[src/rtl/iq_pkg.sv]
package iq_pkg;
  localparam int LANES = 2;
  typedef logic [1:0] lane_cnt_t;
endpackage

[src/rtl/iq_ptr_ctrl.sv]
module iq_ptr_ctrl
  import iq_pkg::*;
#(
  parameter int DEPTH = 6,
  localparam int PW = $clog2(DEPTH),
  localparam int CW = $clog2(DEPTH + 1)
) (
  input  logic          clk,
  input  logic          rst,
  input  logic          flush_i,
  input  logic          hold_i,
  input  lane_cnt_t     enq_cnt_i,
  input  lane_cnt_t     deq_cnt_i,
  output lane_cnt_t     enq_go_o,
  output logic [PW-1:0] wr_ptr_o,
  output logic [PW-1:0] rd_ptr_o,
  output logic [CW-1:0] cnt_o,
  output logic [CW-1:0] free_o
);
  logic [PW-1:0] wr_q, rd_q;
  logic [CW-1:0] cnt_q, free_q, cnt_nx;
  lane_cnt_t     deq_go;

  function automatic logic [PW-1:0] adv(input logic [PW-1:0] p, input lane_cnt_t n);
    int s;
    s = int'(p) + int'(n);
    if (s >= DEPTH) s = s - DEPTH;
    return PW'(s);
  endfunction

  assign enq_go_o = flush_i ? 2'd0 : enq_cnt_i;
  assign deq_go   = hold_i  ? 2'd0 : deq_cnt_i;
  assign cnt_nx   = cnt_q + CW'(enq_go_o) - CW'(deq_go);

  always_ff @(posedge clk) begin
    if (rst || flush_i) begin
      wr_q   <= '0;
      rd_q   <= '0;
      cnt_q  <= '0;
      free_q <= CW'(DEPTH);
    end else begin
      wr_q   <= adv(wr_q, enq_go_o);
      rd_q   <= adv(rd_q, deq_go);
      cnt_q  <= cnt_nx;
      free_q <= CW'(DEPTH) - cnt_nx;
    end
  end

  assign wr_ptr_o = wr_q;
  assign rd_ptr_o = rd_q;
  assign cnt_o    = cnt_q;
  assign free_o   = free_q;

  // fetch never offers more than fits
  p_enq_fits_r3: assert property (@(posedge clk) disable iff (rst)
    !flush_i |-> CW'(enq_cnt_i) <= free_q);
  // dispatch never takes more than is stored
  p_deq_fits_r5: assert property (@(posedge clk) disable iff (rst)
    !hold_i |-> CW'(deq_cnt_i) <= cnt_q);
  // occupancy moves by enqueue minus dequeue
  p_count_step_r6: assert property (@(posedge clk) disable iff (rst)
    (!flush_i && !hold_i) |=> cnt_q == $past(cnt_q) + CW'($past(enq_cnt_i)) - CW'($past(deq_cnt_i)));
  // flush empties the queue in one edge
  p_flush_empty_r8: assert property (@(posedge clk) disable iff (rst)
    flush_i |=> (cnt_q == '0) && (free_q == CW'(DEPTH)));
endmodule

[src/rtl/iq_store.sv]
module iq_store
  import iq_pkg::*;
#(
  parameter int DEPTH  = 6,
  parameter int DATA_W = 32,
  localparam int PW = $clog2(DEPTH)
) (
  input  logic                       clk,
  input  lane_cnt_t                  we_cnt_i,
  input  logic [PW-1:0]              wr_ptr_i,
  input  logic [LANES-1:0][DATA_W-1:0] wdata_i,
  input  logic [PW-1:0]              rd_ptr_i,
  output logic [LANES-1:0][DATA_W-1:0] rdata_o
);
  logic [DATA_W-1:0] mem [DEPTH];

  function automatic logic [PW-1:0] slot(input logic [PW-1:0] p, input int n);
    int s;
    s = int'(p) + n;
    if (s >= DEPTH) s = s - DEPTH;
    return PW'(s);
  endfunction

  for (genvar l = 0; l < LANES; l++) begin : g_lane
    always_ff @(posedge clk) begin
      if (int'(we_cnt_i) > l) mem[slot(wr_ptr_i, l)] <= wdata_i[l];
    end
    assign rdata_o[l] = mem[slot(rd_ptr_i, l)];
  end
endmodule

[src/rtl/iq_dual_queue.sv]
module iq_dual_queue
  import iq_pkg::*;
#(
  parameter int DEPTH  = 6,
  parameter int DATA_W = 32,
  localparam int PW = $clog2(DEPTH),
  localparam int CW = $clog2(DEPTH + 1)
) (
  input  logic              clk,
  input  logic              rst,
  input  logic              flush_i,
  input  logic [1:0]        enq_cnt_i,
  input  logic [DATA_W-1:0] enq_data0_i,
  input  logic [DATA_W-1:0] enq_data1_i,
  output logic [CW-1:0]     free_o,
  input  logic              deq_hold_i,
  input  logic [1:0]        deq_cnt_i,
  output logic [DATA_W-1:0] head0_data_o,
  output logic              head0_vld_o,
  output logic [DATA_W-1:0] head1_data_o,
  output logic              head1_vld_o
);
  lane_cnt_t                    enq_go;
  logic [PW-1:0]                wr_ptr, rd_ptr;
  logic [CW-1:0]                cnt;
  logic [LANES-1:0][DATA_W-1:0] wdata, rdata;

  iq_ptr_ctrl #(.DEPTH(DEPTH)) u_ptr (
    .clk(clk), .rst(rst), .flush_i(flush_i), .hold_i(deq_hold_i),
    .enq_cnt_i(enq_cnt_i), .deq_cnt_i(deq_cnt_i), .enq_go_o(enq_go),
    .wr_ptr_o(wr_ptr), .rd_ptr_o(rd_ptr), .cnt_o(cnt), .free_o(free_o)
  );

  assign wdata[0] = enq_data0_i;
  assign wdata[1] = enq_data1_i;

  iq_store #(.DEPTH(DEPTH), .DATA_W(DATA_W)) u_mem (
    .clk(clk), .we_cnt_i(enq_go), .wr_ptr_i(wr_ptr), .wdata_i(wdata),
    .rd_ptr_i(rd_ptr), .rdata_o(rdata)
  );

  assign head0_data_o = rdata[0];
  assign head1_data_o = rdata[1];
  assign head0_vld_o  = !deq_hold_i && (cnt >= CW'(1));
  assign head1_vld_o  = !deq_hold_i && (cnt >= CW'(2));

  // hold masks both head slots
  p_hold_masks_r4: assert property (@(posedge clk) disable iff (rst)
    deq_hold_i |-> !head0_vld_o && !head1_vld_o);
  // the younger head slot is never valid alone
  p_head_order_r7: assert property (@(posedge clk) disable iff (rst)
    head1_vld_o |-> head0_vld_o);
  // free count stays in range
  p_free_range_r3: assert property (@(posedge clk) disable iff (rst)
    free_o <= CW'(DEPTH));
endmodule

[config.mk]
export PLATFORM = sky130hd
export DESIGN_NAME = iq_dual_queue
export DESIGN_NICKNAME = d
export VERILOG_FILES = /design/src/rtl/iq_pkg.sv /design/src/rtl/iq_ptr_ctrl.sv /design/src/rtl/iq_store.sv /design/src/rtl/iq_dual_queue.sv
export SDC_FILE = /design/constraint.sdc
export NUM_CORES = 1
export LEC_CHECK = 0
export ABC_CLOCK_PERIOD_IN_PS = 8800
export BUFFER_PORTS_ARGS = -buffer_cell sky130_fd_sc_hd__buf_4
export CAP_MARGIN = 15
export CORE_MARGIN = 2
export CORE_UTILIZATION = 50
export CTS_CLUSTER_DIAMETER = 60
export CTS_CLUSTER_SIZE = 24
export DETAILED_ROUTE_END_ITERATION = 10
export GPL_ROUTABILITY_DRIVEN = 0
export GPL_TIMING_DRIVEN = 0
export PLACE_DENSITY = 0.7
export SYNTH_ARGS = -nofsm -noshare
export SYNTH_HDL_FRONTEND = slang
export SYNTH_SLANG_ARGS = --single-unit
[constraint.sdc]
create_clock -name clk -period 8.8 [get_ports clk]
set_clock_uncertainty 0.05 [all_clocks]
set_input_delay 2.2 -clock clk [delete_from_list [all_inputs] [get_ports clk]]
set_output_delay 2.2 -clock clk [all_outputs]
set_load 0.01 [all_outputs]
# Word level (Yosys, flattened, before mapping)
# Memory sizes are Yosys's and may differ from the RTL's.
# Index checks and enable logic that the tools add are counted.
[op_classes]
add_sub_neg = 13
order_cmp = 10
mux = 14
reduce_logical = 4
[ops]
columns = ["op", "n"]
rows = [
  ["$mux W3", 8],
  ["$ge A4 B3 Y1 const B", 4],
  ["$sub A3 B2 Y3 const B", 4],
  ["$add A3 B1 Y4 const B", 2],
  ["$add A3 B2 Y4", 2],
  ["$ge A3 B3 Y1 const B", 2],
  ["$sub A3 B3 Y3 const B", 2],
  ["$gt A2 B1 Y1 const B", 2],
  ["$mux W1", 4],
  ["$mux W2", 2],
  ["$add A3 B2 Y3", 1],
  ["$ge A3 B1 Y1 const B", 1],
  ["$ge A3 B2 Y1 const B", 1],
  ["$sub A3 B2 Y3", 1],
  ["$sub A3 B3 Y3 const A", 1],
  ["$logic_and A1 B1 Y1", 2],
  ["$logic_not A1 Y1", 1],
  ["$logic_or A1 B1 Y1", 1],
]
[word_totals]
reg_bits = 12
mem_bits_rw = 192
input_bits = 72
out_inout_bits = 69
word_cells = 46
n_memories = 1
[memory_table]
columns = ["memory", "depth", "width", "read_ports", "rd_clocked_by_memory_dff", "write_ports", "line_no", "rtl"]
rows = [
  ["u_mem.mem", 6, 32, 2, 0, 2, "iq_store.sv:15", "logic [DATA_W-1:0] mem [DEPTH];"],
]

# Longest topological paths before layout
[logic_depth]
ltp_word = 4
mapped_depth = 11
depth_no_buf = 11

# Modules after synthesis
# Synthesis repeated with hierarchy kept, for this count alone.
[unflattened]
cells_unflattened = 869
area_unflattened_um2 = 12191.7
[modules_own_cells]
columns = ["module", "instances", "cells_each", "area_each_um2", "seq_area_each_um2"]
rows = [
  ["iq_store", 1, 790, 11496.0, 5765.5],
  ["iq_ptr_ctrl", 1, 75, 679.4, 220.2],
  ["iq_dual_queue", 1, 4, 16.3, 0.0],
]

# Worst setup path before layout
# Ideal clock, no wire load.
[synth_timing]
path_kind = "flip-flop to output port"
start = "register u_ptr.rd_q[1] (netlist: u_ptr.rd_ptr_o[1])"
end = "output port head1_data_o[1]"
arrival_ps = 2410
required_time_ps = 6550
path_slack_ps = 4140
path_stages_with_launch = 12
n_path_buf = 4
cell_sequence = "dfxtp_1 -> buf_2 -> clkbuf_1 -> buf_1 -> inv_1 -> ha_1 -> nand2b_1 -> a21boi_0 -> o21ai_0 -> clkbuf_1 -> o21ai_0 -> o22ai_1"
[synth_via]
elab_chain_len = 4
elab_cells_between_ends = 5
classes_between = "add/sub: 2; order compare: 1; mux: 1; memory: 1"
[synth_rtl]
columns = ["item", "line_no", "rtl"]
rows = [
  ["start: declaration", "iq_ptr_ctrl.sv:20", "logic [PW-1:0] wr_q, rd_q;"],
  ["start signal: assignment", "iq_ptr_ctrl.sv:43", "rd_q <= adv(rd_q, deq_go);"],
  ["$add A3 B1 Y4 (*)", "iq_store.sv:19", "s = int'(p) + n;"],
  ["$ge A4 B3 Y1 / $sub A3 B2 Y3 (equally long branches)", "iq_store.sv:20", "if (s >= DEPTH) s = s - DEPTH;"],
  ["$mux W3 (*)", "iq_store.sv:20", ""],
  ["$mem_v2 Z6 W32 (*)", "--", ""],
  ["end: declaration", "iq_dual_queue.sv:20", "output logic [DATA_W-1:0] head1_data_o,"],
]
# Every way passes the cells marked *; elsewhere a longest branch is shown, timed or not.

# Final worst setup path
[layout_timing]
start = "register u_ptr.rd_q[1] (netlist: u_ptr.rd_ptr_o[1])"
end = "output port head1_data_o[22]"
# Same word-level chain as after synthesis.

==> summary.txt <==
Status
  – Status: completed

Synth
  – Main synth FF type: edfxtp_1
  – FF+latch count, synth: 203
  – EDFF count, synth: 192
  – Sequential area share after synthesis: 47.3%
  – Yosys warnings: 0
  – Mapped cell area: 0.0127 mm^2
  – Syn avg cell area: 12.4 um^2
  – Async S/R FF share, synth: 0%
  – Net Count, Synth: 1,114
  – Synth Instances: 1,023
  – Synth cell types: 50

Timing
  – Setup slack after layout: 1920 ps
  – Fin crit share: 78.1%
  – Max-slew violations: 0
  – Setup violations, final: 0
  – Unrepaired setup endpoints after global routing: no
  – Hold WS: 610 ps
  – Peak Freq: 145 MHz
  – Final hold vios: 0
  – Worst slew pin tran: 972 ps
  – Min Tclk post-route: 6880 ps
  – Max_slew headroom: 35.2%
  – Sum Neg Setup Slack: 0 ps

Power and ir drop
  – Net switching power: 0.000624 W
  – P per Cell Area: 159 mW/mm^2
  – Flop pwr share: 47.1%
  – Clk pwr share: 35.2%
  – Combinational power share: 17.7%
  – Max rail drop VDD: 0.180 mV
  – Sw Ratio: 26.4%
  – Internal Power: 0.00174 W
  – Pwr Total: 0.00236 W
  – Leak: 5.36 nW

Clock tree
  – Setup bufs post-CTS: 0
  – Post-CTS Resized: 0
  – CTS clk-pin slew, worst paths: 70 ps
  – CTS max path bufs: 3
  – H-tree depth: 1
  – Clock tree from TritonCTS: built
  – Number of CTS-inserted buffers: 19
  – Worst-Skew Late Latency: 500 ps
  – Root Buffer: clkbuf_16
  – CTS sink cnt: 203
  – Post-CTS Hold Buffers: 0

Placement
  – DPL Wire Length: 26.1 mm
  – Pre-CTS setup slack: 2600 ps
  – IO Port Bufs: 140
  – Post-placement cell count: 1,499

Final layout
  – N_diodes: 0
  – # nets final: 1,281
  – Area growth from synthesis to layout: 17.4%
  – Fin cells: 1,532
  – Share of cells above drive strength 1: 36.4%

Floorplan
  – Ports: 141
  – Num rows: 58
  – Die area: 0.0266 mm^2
  – Chip Height: 163 um
  – Initial Util: 50.6%
  – Core Box Area: 0.0250 mm^2
  – Chip width: 163 um

Worst setup path
  – CP Class: flip-flop to primary output
  – Worst EP required: 6550 ps
  – Endpoint class of the critical path: primary output
  – CP Launch Type: flip-flop
  – Arrival @ worst endpoint: 4630 ps
  – Crit path max fanout: 10

GRT
  – Pin count of the biggest net entering global routing: 27
  – Gr usage total: 29.8%
  – Remaining Overflow, GRT: 0
  – Antenna violations before repair: 0
  – Vias in the first global route: 9,797
  – First-pass GRT wire length: 58.6 mm

Detailed routing
  – Vias: 9,911
  – DR WL/cell: 26.1 um
  – Post-route ant nets: 0
  – DRT iter0 DRCs: 1,045
  – Final wirelength: 40.0 mm
  – Via/cell ratio: 6.47
  – Post-route DRC: 0
  – Detailed Routing Iterations Pass 1: 5

Run
  – Max_cap viols: 0

Worst hold path
  – Worst min path class: flip-flop to flip-flop
[registers in the layout, summed over array words and instances, names as in the netlist]
name            count
u_ptr.cnt_o         2
u_ptr.rd_ptr_o      3
u_ptr.free_o        3
u_ptr.wr_ptr_o      3
u_mem.mem         192
[layout by cell type (no fill, tap or decap), types with 2 or more instances in the layout]
cell,synthesis,final
mux2_1,9,9
buf_2,16,16
a21o_2,0,2
a221o_1,32,32
o21a_1,2,2
nand2b_1,2,2
nand3b_1,2,2
nor2b_1,71,71
clkbuf_1,45,48
fa_1,3,3
o22ai_1,64,64
clkinvlp_4,0,2
a22oi_1,32,32
dfxtp_1,11,11
edfxtp_1,192,192
xnor2_1,7,7
ha_1,16,16
buf_6,10,10
or2_2,2,2
mux2i_1,64,64
o21ai_0,68,68
clkbuf_16,0,19
buf_12,0,6
buf_4,6,146
a21o_1,38,36
a21oi_1,6,6
a31oi_1,2,2
a211oi_1,32,32
and2_1,3,3
nand2_1,17,13
inv_8,0,4
nand3_1,6,6
nand2_2,1,5
mux2_2,215,215
inv_1,13,13
buf_1,7,7
nor2_1,11,11
[stage by stage]
stage | util, % | cell area (um^2)
after floorplan | - | 12700
after global placement | 56.4 | 14100
after detailed placement | 57.0 | 14300
after CTS | 59.4 | 14900
after global routing | 59.4 | 14900
final | 59.4 | 14900
[Yosys cell counts, types with 2 or more instances]
cell	n	share of area (%)
a211oi_1	32	1.9
a21o_1	38	2.3
a21oi_1	6	0.24
a221o_1	32	2.5
a22oi_1	32	1.9
a31oi_1	2	0.099
and2_1	3	0.15
buf_1	7	0.21
buf_2	16	0.63
buf_4	6	0.36
buf_6	10	0.89
clkbuf_1	45	1.3
dfxtp_1	11	1.7
edfxtp_1	192	46
fa_1	3	0.47
ha_1	16	1.6
inv_1	13	0.39
mux2_1	9	0.80
mux2_2	215	19
mux2i_1	64	5.1
nand2_1	17	0.50
nand2b_1	2	0.099
nand3_1	6	0.24
nand3b_1	2	0.12
nor2_1	11	0.33
nor2b_1	71	3.5
o21a_1	2	0.12
o21ai_0	68	2.7
o22ai_1	64	3.2
or2_2	2	0.099
xnor2_1	7	0.48
[worst max-delay path, cell delays in order, from the launching register on]
cell and delay, ps:
dfxtp_1 500, buf_2 250, clkbuf_1 490, buf_1 600, inv_1 100, ha_1 220, nand2b_1 70, a21boi_0 90
o21ai_0 560, clkbuf_1 560, o21ai_0 220, o22ai_1 300, buf_4 180
[layout make-up]
type	count	area [um^2]
timing repair buffer	146	1170
clock buffer	22	487
sequential	203	5990
multi-input combinational	723	6210
tap	330	413
clock inverter	11	124
inverter	13	48.8
fill	2107	10200
buffer	84	433
[path summary, 6_finish.rpt]
kind         slack, ps         startpoint  cells past startpoint                 to
max reg2reg       5590  u_ptr.wr_ptr_o[1]                      9   u_mem.mem[2][17]
min reg2reg        610  u_ptr.wr_ptr_o[2]                      2  u_ptr.wr_ptr_o[1]
min                610  u_ptr.wr_ptr_o[2]                      2  u_ptr.wr_ptr_o[1]
max               1920  u_ptr.rd_ptr_o[1]                     12   head1_data_o[22]
[power by group through the flow]
stage / clock (W) / sequential, W / combinational, W
final: 0.000831 / 0.00111 / 0.000418
after global routing: 0.000870 / 0.00111 / 0.000447
after CTS: 0.000835 / 0.00111 / 0.000415
after detailed placement: 0 / 0.00113 / 0.000412
after global placement: 0 / 0.00113 / 0.000401
after floorplan: 0 / 0.00113 / 0.000235
[cells by family after synthesis]
logic type,count (synthesis),share of synthesized area [%]
adders and majority gates,20,2.13
DFF,203,47.3
AOI/OAI and AO/OA,281,15.3
xor gates and xnor gates,8,0.613
and+or+nand+nor,126,5.87
muxes,288,25.0
buffers and inverters,97,3.80
[metal layers]
layer / global-route usage, % / part of all wire [%] / vias up
met2: 49.0 / 47 / 590
met1: 39.6 / 39 / 4843
li1: - / - / 4374
met3: 4.98 / 10 / 104
met5: 0 / 0 / -
met4: 11.4 / 3.9 / 0
(Power assumes the default switching activity.)
